<file path="src/rtl/wprot_pkg.sv">
package wprot_pkg;

  localparam int BYTE_W = 8;
  localparam int WD_W   = 2;
  localparam int LOCK_W = 3;
  localparam int CODES  = 1 << LOCK_W;

  // Command bytes of the unlock sequence
  localparam logic [BYTE_W-1:0] CMD_CLR      = 8'h00;
  localparam logic [BYTE_W-1:0] CMD_SET_WEL  = 8'h02;
  localparam logic [BYTE_W-1:0] CMD_SET_RWEL = 8'h06;

  // Field positions in the register byte
  localparam int WD_LSB   = 6;
  localparam int LOCK_LSB = 3;
  localparam int RWEL_BIT = 2;
  localparam int WEL_BIT  = 1;

  typedef struct packed {
    logic [WD_W-1:0]   wd;
    logic [LOCK_W-1:0] lock;
  } persist_t;

  // Number of top pages a lock code protects
  function automatic int span_of(input int code, input int num_pages);
    case (code)
      0:       return 0;
      1:       return 1;
      2:       return 2;
      3:       return 4;
      4:       return 8;
      default: return num_pages;
    endcase
  endfunction

endpackage

</file>
<file path="src/rtl/wprot_latch.sv">
module wprot_latch
  import wprot_pkg::*;
(
  input  logic              clk,
  input  logic              rst,
  input  logic              por_i,
  input  logic              reg_wr_i,
  input  logic              reg_first_i,
  input  logic [BYTE_W-1:0] reg_data_i,
  input  logic              wp_i,
  input  logic              clr_rwel_i,
  output logic              wel_o,
  output logic              rwel_o,
  output persist_t          persist_o
);

  logic     wel_q, rwel_q;
  persist_t nv_q;
  logic     take_byte;

  assign take_byte = reg_wr_i & reg_first_i;

  always_ff @(posedge clk) begin
    if (rst) begin
      wel_q  <= 1'b0;
      rwel_q <= 1'b0;
      nv_q   <= '0;
    end else if (por_i) begin
      wel_q  <= 1'b0;
      rwel_q <= 1'b0;
    end else begin
      if (take_byte) begin
        if (wel_q && rwel_q) begin
          if (!wp_i) begin
            nv_q.wd   <= reg_data_i[WD_LSB +: WD_W];
            nv_q.lock <= reg_data_i[LOCK_LSB +: LOCK_W];
            rwel_q    <= 1'b0;
          end
        end else begin
          case (reg_data_i)
            CMD_SET_WEL:  wel_q <= 1'b1;
            CMD_SET_RWEL: if (wel_q) rwel_q <= 1'b1;
            CMD_CLR: begin
              wel_q  <= 1'b0;
              rwel_q <= 1'b0;
            end
            default: ;
          endcase
        end
      end
      if (clr_rwel_i) rwel_q <= 1'b0;
    end
  end

  assign wel_o     = wel_q;
  assign rwel_o    = rwel_q;
  assign persist_o = nv_q;

endmodule

</file>
<file path="src/rtl/wprot_zone.sv">
module wprot_zone
  import wprot_pkg::*;
#(
  parameter int PG_W = 6
) (
  input  logic [PG_W-1:0]   page_i,
  input  logic [LOCK_W-1:0] lock_i,
  output logic              prot_o
);

  localparam int NUM_PAGES = 1 << PG_W;

  logic [CODES-1:0] hit;

  for (genvar g = 0; g < CODES; g++) begin : g_code
    localparam int SPAN = span_of(g, NUM_PAGES);
    if (SPAN == 0) begin : g_none
      assign hit[g] = 1'b0;
    end else if (SPAN >= NUM_PAGES) begin : g_all
      assign hit[g] = 1'b1;
    end else begin : g_top
      assign hit[g] = (page_i >= PG_W'(NUM_PAGES - SPAN));
    end
  end

  assign prot_o = hit[lock_i];

endmodule

</file>
<file path="src/rtl/wprot_gate.sv">
module wprot_gate (
  input  logic clk,
  input  logic rst,
  input  logic req_i,
  input  logic wel_i,
  input  logic prot_i,
  output logic grant_o,
  output logic deny_o
);

  logic ok;
  assign ok = wel_i & ~prot_i;

  always_ff @(posedge clk) begin
    if (rst) begin
      grant_o <= 1'b0;
      deny_o  <= 1'b0;
    end else begin
      grant_o <= req_i & ok;
      deny_o  <= req_i & ~ok;
    end
  end

endmodule

</file>
<file path="src/rtl/wprot_ctrl.sv">
module wprot_ctrl
  import wprot_pkg::*;
#(
  parameter int ADDR_W = 12,
  parameter int PAGE_W = 6
) (
  input  logic              clk,
  input  logic              rst,
  input  logic              por_i,
  input  logic              reg_wr_i,
  input  logic              reg_first_i,
  input  logic [7:0]        reg_data_i,
  input  logic              arr_req_i,
  input  logic [ADDR_W-1:0] arr_addr_i,
  input  logic              wp_i,
  output logic              arr_grant_o,
  output logic              arr_deny_o,
  output logic [1:0]        wd_sel_o,
  output logic [7:0]        reg_rd_o
);

  localparam int PG_W = ADDR_W - PAGE_W;

  logic     wel, rwel, prot, clr_rwel;
  persist_t nv;
  logic     unused_low;

  assign unused_low = ^arr_addr_i[PAGE_W-1:0];

  wprot_zone #(.PG_W(PG_W)) u_zone (
    .page_i (arr_addr_i[ADDR_W-1:PAGE_W]),
    .lock_i (nv.lock),
    .prot_o (prot)
  );

  assign clr_rwel = arr_req_i & prot;

  wprot_latch u_latch (
    .clk         (clk),
    .rst         (rst),
    .por_i       (por_i),
    .reg_wr_i    (reg_wr_i),
    .reg_first_i (reg_first_i),
    .reg_data_i  (reg_data_i),
    .wp_i        (wp_i),
    .clr_rwel_i  (clr_rwel),
    .wel_o       (wel),
    .rwel_o      (rwel),
    .persist_o   (nv)
  );

  wprot_gate u_gate (
    .clk     (clk),
    .rst     (rst),
    .req_i   (arr_req_i),
    .wel_i   (wel),
    .prot_i  (prot),
    .grant_o (arr_grant_o),
    .deny_o  (arr_deny_o)
  );

  assign reg_rd_o = {nv.wd, nv.lock, rwel, wel, 1'b0};
  assign wd_sel_o = nv.wd;

endmodule

</file>
<file path="config.mk">
export PLATFORM = sky130hd
export DESIGN_NAME = wprot_ctrl
export DESIGN_NICKNAME = d
export VERILOG_FILES = /design/src/rtl/wprot_pkg.sv /design/src/rtl/wprot_latch.sv /design/src/rtl/wprot_zone.sv /design/src/rtl/wprot_gate.sv /design/src/rtl/wprot_ctrl.sv
export SDC_FILE = /design/constraint.sdc
export NUM_CORES = 1
export LEC_CHECK = 0
export BUFFER_PORTS_ARGS = -buffer_cell sky130_fd_sc_hd__buf_2
export CORE_AREA = 2 2 39 41
export CTS_CLUSTER_DIAMETER = 120
export DETAILED_ROUTE_END_ITERATION = 6
export DIE_AREA = 0 0 41 43
export PLACE_DENSITY = 0.75
export SETUP_SLACK_MARGIN = 0.5
export SLEW_MARGIN = 5
export SYNTH_ARGS = -nofsm -noshare
export SYNTH_HDL_FRONTEND = slang
export SYNTH_SLANG_ARGS = --single-unit
</file>
<file path="constraint.sdc">
create_clock -name clk -period 3.2 [get_ports clk]
set_input_delay 0.16 -clock clk [delete_from_list [all_inputs] [get_ports clk]]
set_output_delay 0.16 -clock clk [all_outputs]
set_load 0.005 [all_outputs]
</file>
## Word-level counts from Yosys, hierarchy flattened

Cells that the tools add are included.

- Flip-flop bits (word level): 9
- Output and inout port bits: 12
- Word-level logic and storage cells: 41

- Magnitude comparators: 5
- Eq/ne operators: 4
- Muxes and demuxes: 7
- Bitwise gates (word level): 10
- Reductions and logical operators: 9

Operators with widths:

| cell | count |
|---|---|
| $ge 6x6->1 const B | 4 |
| $eq 8x2->1 const B | 1 |
| $eq 8x3->1 const B | 1 |
| $logic_not 8->1 | 1 |
| $reduce_and 4->1 | 2 |
| $and 1x1->1 | 5 |
| $not 1->1 | 5 |
| $lt 3x4->1 const B | 1 |
| $mux 1 | 4 |
| $pmux 1 s2 | 2 |
| $bmux 1 s3 | 1 |
| $ne 3x1->1 const B | 1 |
| $reduce_and 3->1 | 1 |
| $reduce_bool 3->1 | 1 |
| $reduce_or 3->1 | 1 |
| $ne 2x2->1 const B | 1 |
| $reduce_bool 2->1 | 1 |
| $reduce_or 2->1 | 1 |
| $logic_and 1x1->1 | 1 |

## Longest topological paths before layout

- Depth in word-level cells: 7
- Gate-level depth with buffers: 5
- Gate-level depth less buffers: 4

## Cells and area by module

From an unflattened synthesis, not the netlist that was laid out.

- Cell total of the unflattened synthesis: 58
- Area total of the unflattened synthesis: 529.3 um2

By module, submodules not included:

| module | times used | cells each | area an instance (um2) | sequential area each (um2) |
|---|---|---|---|---|
| wprot_latch | 1 | 40 | 356.6 | 140.1 |
| wprot_gate | 1 | 5 | 75.1 | 40.0 |
| wprot_zone | 1 | 6 | 50.0 | 0.0 |
| wprot_ctrl | 1 | 7 | 47.5 | 0.0 |

## Worst setup path after synthesis

OpenSTA, ideal clock, no wires.

- Kind: input -> register
- Start point: in reg_data_i[4]
- End point: reg u_latch.wel_q, in the netlist u_latch.wel_o
- Library setup time: 0.086 ns
- Data arrival time: 1.587 ns
- Required time: 3.114 ns
- Path slack: 1.527 ns
- Cell stages on the path: 4
- Path through: or4_4 -> or2_0 -> or4_1 -> a211oi_1

- Cells in the longest elaborated chain, start to end: 3
- Elaborated cells on any way between the ends: 5
- Classes of those cells: eq/ne: 1; mux: 1; reduce/logical: 3

RTL lines:

| element | RTL line | source |
|---|---|---|
| start, declared | wprot_ctrl.sv:12 | `input logic [7:0] reg_data_i,` |
| $eq 8x2->1 / $logic_not 8->1 (equally long branches) | wprot_latch.sv:40 | `case (reg_data_i)` |
| $reduce_bool 2->1 (no line) | - |  |
| $reduce_and 3->1 (no line) | - |  |
| end signal, assigned | wprot_latch.sv:29 | `wel_q <= 1'b0;` |
| end signal, assigned | wprot_latch.sv:41 | `CMD_SET_WEL: wel_q <= 1'b1;` |
| end signal, assigned | wprot_latch.sv:44 | `wel_q <= 1'b0;` |
| end, declared | wprot_latch.sv:17 | `logic wel_q, rwel_q;` |

Several ways; a longest one is shown, not always the timed one.
A chain may end at the register's enable or synchronous reset.

## Worst setup path in the final report

Same ends and word-level chain as after synthesis.

==> flow_metrics.py <==
metrics = {
    "cells_and_area": {
        "diodes": 0,
        "drive_gt1_share_pct": 42.86,
        "final_nets": 112,
        "mostFrequentLayoutCells": "buf_2, dfxtp_1, nor2_1, mux2i_1",
        "area_growth_syn_to_layout_pct": 32.30,
        "layout_commonest_cell": "buf_2",
        "final_core_utilization_pct": 46.29,
    },
    "timing": {
        "fin_skew_ns": 0.007867,
        "hold_viol_final": 0,
        "rsz0062_at_grt": "false",
        "maxClockFrequency_ghz": 0.6214,
        "slew_violations": 0,
        "tns_ns": 0,
        "fin_crit_sh_pct": 50.29,
        "fin_ws_ns": 1.591,
        "period_needed_ns": 1.609,
        "setup_viol": 0,
    },
    "synthesis": {
        "yosys.area_share.xor_xnor_pct": 0,
        "avgSynthCellArea_um2": 8.647,
        "synth_cell_types": 27,
        "syn-cell-area_um2": 484.2,
        "yosys.area_share.adder_pct": 0,
        "syn-num-nets": 83,
        "yosys.area_share.simple_pct": 26.10,
        "synth_top_family_by_area": "simple AND/OR/NAND/NOR gates",
        "muxShareOfSynthArea_pct": 10.34,
        "ys_ff_latch": 9,
        "synth_compound_area_share_pct": 14.73,
        "syn-instance-count": 56,
        "yosys_warnings": 0,
        "yosysSeqAreaShare_pct": 37.21,
    },
    "die": {
        "rows": 14,
        "core-area_um2": 1384,
        "die_h_um": 43,
        "io_pins": 39,
        "start_util_pct": 34.99,
        "die_w_um": 41,
        "die_area_um2": 1763,
    },
    "cts": {
        "cts-htree-levels": 1,
        "ctsResizeCount": 0,
        "clkTransAtPathRegs_ns": 0.06,
        "post_cts_buffers": 0,
        "clock_sinks": 9,
        "cts_tree": "done",
        "clk_path_buf_depth": 2,
        "cts_buffers": 3,
        "clk-insertion-delay-late_ns": 0.26,
        "ctsRootBufferMaster": "clkbuf_4",
        "hold_buffers": 0,
    },
    "grt": {
        "grt_usage_pct": 14.34,
        "grt_pass1_wl_mm": 1.697,
        "grt_max_degree": 10,
        "antenna_found_initial": 0,
        "overflow": 0,
        "grt_pass1_vias": 458,
    },
    "pwr": {
        "p_clk_share_pct": 37.9,
        "netSwitchingFraction_pct": 21.39,
        "irDropWorstVdd_uv": 269.5,
        "p_per_area_nw_per_um2": 343.6,
        "internal_power_mw": 0.1730,
        "power.leakage_nw": 0.3173,
        "pwr-share-seq_pct": 51.3,
        "p_comb_share_pct": 10.7,
        "switching_power_mw": 0.04707,
    },
    "drt": {
        "drtIter0Drc": 3,
        "drc": 0,
        "detail-route-antenna-nets": 0,
        "wl_per_cell_um": 11.31,
        "viasPerCell": 5.230,
        "drt_first_pass_iters": 4,
        "vias": 523,
        "wirelength_mm": 1.131,
    },
    "run_status": {
        "run_status": "finished clean",
    },
    "setup_path": {
        "cp-end-kind": "flip-flop",
        "timing.setup.critical_path_class": "in -> reg",
        "required_ns": 3.37,
        "path_max_fanout": 4,
        "worstSetupStartpointType": "primary input",
        "crit_arrival_ns": 1.78,
    },
    "worst_hold_path": {
        "hp-class": "in -> reg",
    },
    "placed_design": {
        "io_buffers": 31,
        "dp_hpwl_um": 909.7,
        "place.gp.congestion": 0.7189,
        "pre_cts_ws_ns": 1.346,
    },
    "flow_run": {
        "maxCapViolCount": 0,
    },
}
[worst max-delay path, stage by stage]
cell,delay [ns]
buf_2,0.10
or4_4,0.55
or2_0,0.25
or4_1,0.48
a211oi_1,0.23
[kinds of logic (layout without fill, tap and decap cells)]
| kind of cell | Yosys count | count (layout) |
|---|---|---|
| buffers and inverters | 9 | 37 |
| and+or+nand+nor | 22 | 22 |
| AOI/OAI and AO/OA | 10 | 10 |
| DFF | 9 | 9 |
| other | 1 | 1 |
| muxes | 5 | 5 |
[sequential cells by signal, indices dropped and copies added, names as in the netlist]
name               cells
u_gate.grant_o         1
u_latch.rwel_o         1
u_latch.wel_o          1
u_gate.deny_o          1
u_latch.persist_o      5
[final timing paths]
kind / from / to / slack (ns) / cells past startpoint
max: reg_data_i[4] / u_latch.wel_o / 1.59 / 5
min: por_i / u_latch.wel_o / 0.10 / 2
max reg2reg: u_latch.wel_o / u_latch.persist_o[4] / 1.61 / 4
min reg2reg: u_latch.persist_o[3] / u_latch.persist_o[3] / 0.52 / 2
[synthesized netlist by cell type (all sizes together)]
cell type  n  area, um^2
a211o      1       8.760
a211oi     1       7.510
a21oi      3       15.01
a311oi     1       8.760
buf        6       41.29
clkbuf     1       3.750
conb       1       3.750
dfxtp      9       180.2
inv        2       7.510
mux2i      5       50.05
nand2      3       11.26
nand3      1       5.000
nand3b     1       7.510
nand4      1       6.260
nor2       6       22.52
nor3b      1       7.510
nor4       3       18.77
nor4b      1       8.760
o21ai      1       5.000
o221ai     1       8.760
o32ai      1       8.760
o41ai      1       8.760
or2        2       12.52
or4        3       26.27
[layout make-up]
| cell class | count | area [um^2] |
|---|---|---|
| inverters | 2 | 7.507 |
| multi-input cells | 38 | 251.5 |
| flip-flops and latches | 9 | 180.2 |
| repair buffers | 31 | 155.1 |
| fillers | 147 | 743.2 |
| clock buffers | 4 | 26.28 |
| well taps | 16 | 20.02 |
[per-stage QoR]
step	hold slack (ns)	area [um^2]	cells	power [mW]
global route	0.1037	640.6	100	0.2311
finish	0.1028	640.6	100	0.2201
floorplan	0.2385	484.2	56	0.1234
CTS	0.09690	640.6	100	0.2231
detailed placement	0.3657	614.3	96	0.1389
global placement	0.3675	614.3	96	0.1386
[power by group through the flow]
stage,Sequential (mW),Clock [mW],Combinational (mW)
finish,0.113,0.0835,0.0236
global route,0.113,0.0917,0.0265
CTS,0.113,0.0864,0.0238
detailed placement,0.115,0,0.0235
global placement,0.115,0,0.0232
floorplan,0.115,0,0.00790
[metal layers]
| layer | up-vias | wire length [um] | global-route usage (%) |
|---|---|---|---|
| li1 | 262 | - | - |
| met2 | 22 | 575 | 24.06 |
| met5 | - | 0 | 0 |
| met1 | 237 | 453 | 15.41 |
| met3 | 2 | 91 | 4.712 |
| met4 | 0 | 11 | 6.000 |
No activity file was read; power rests on OpenSTA's default activity.
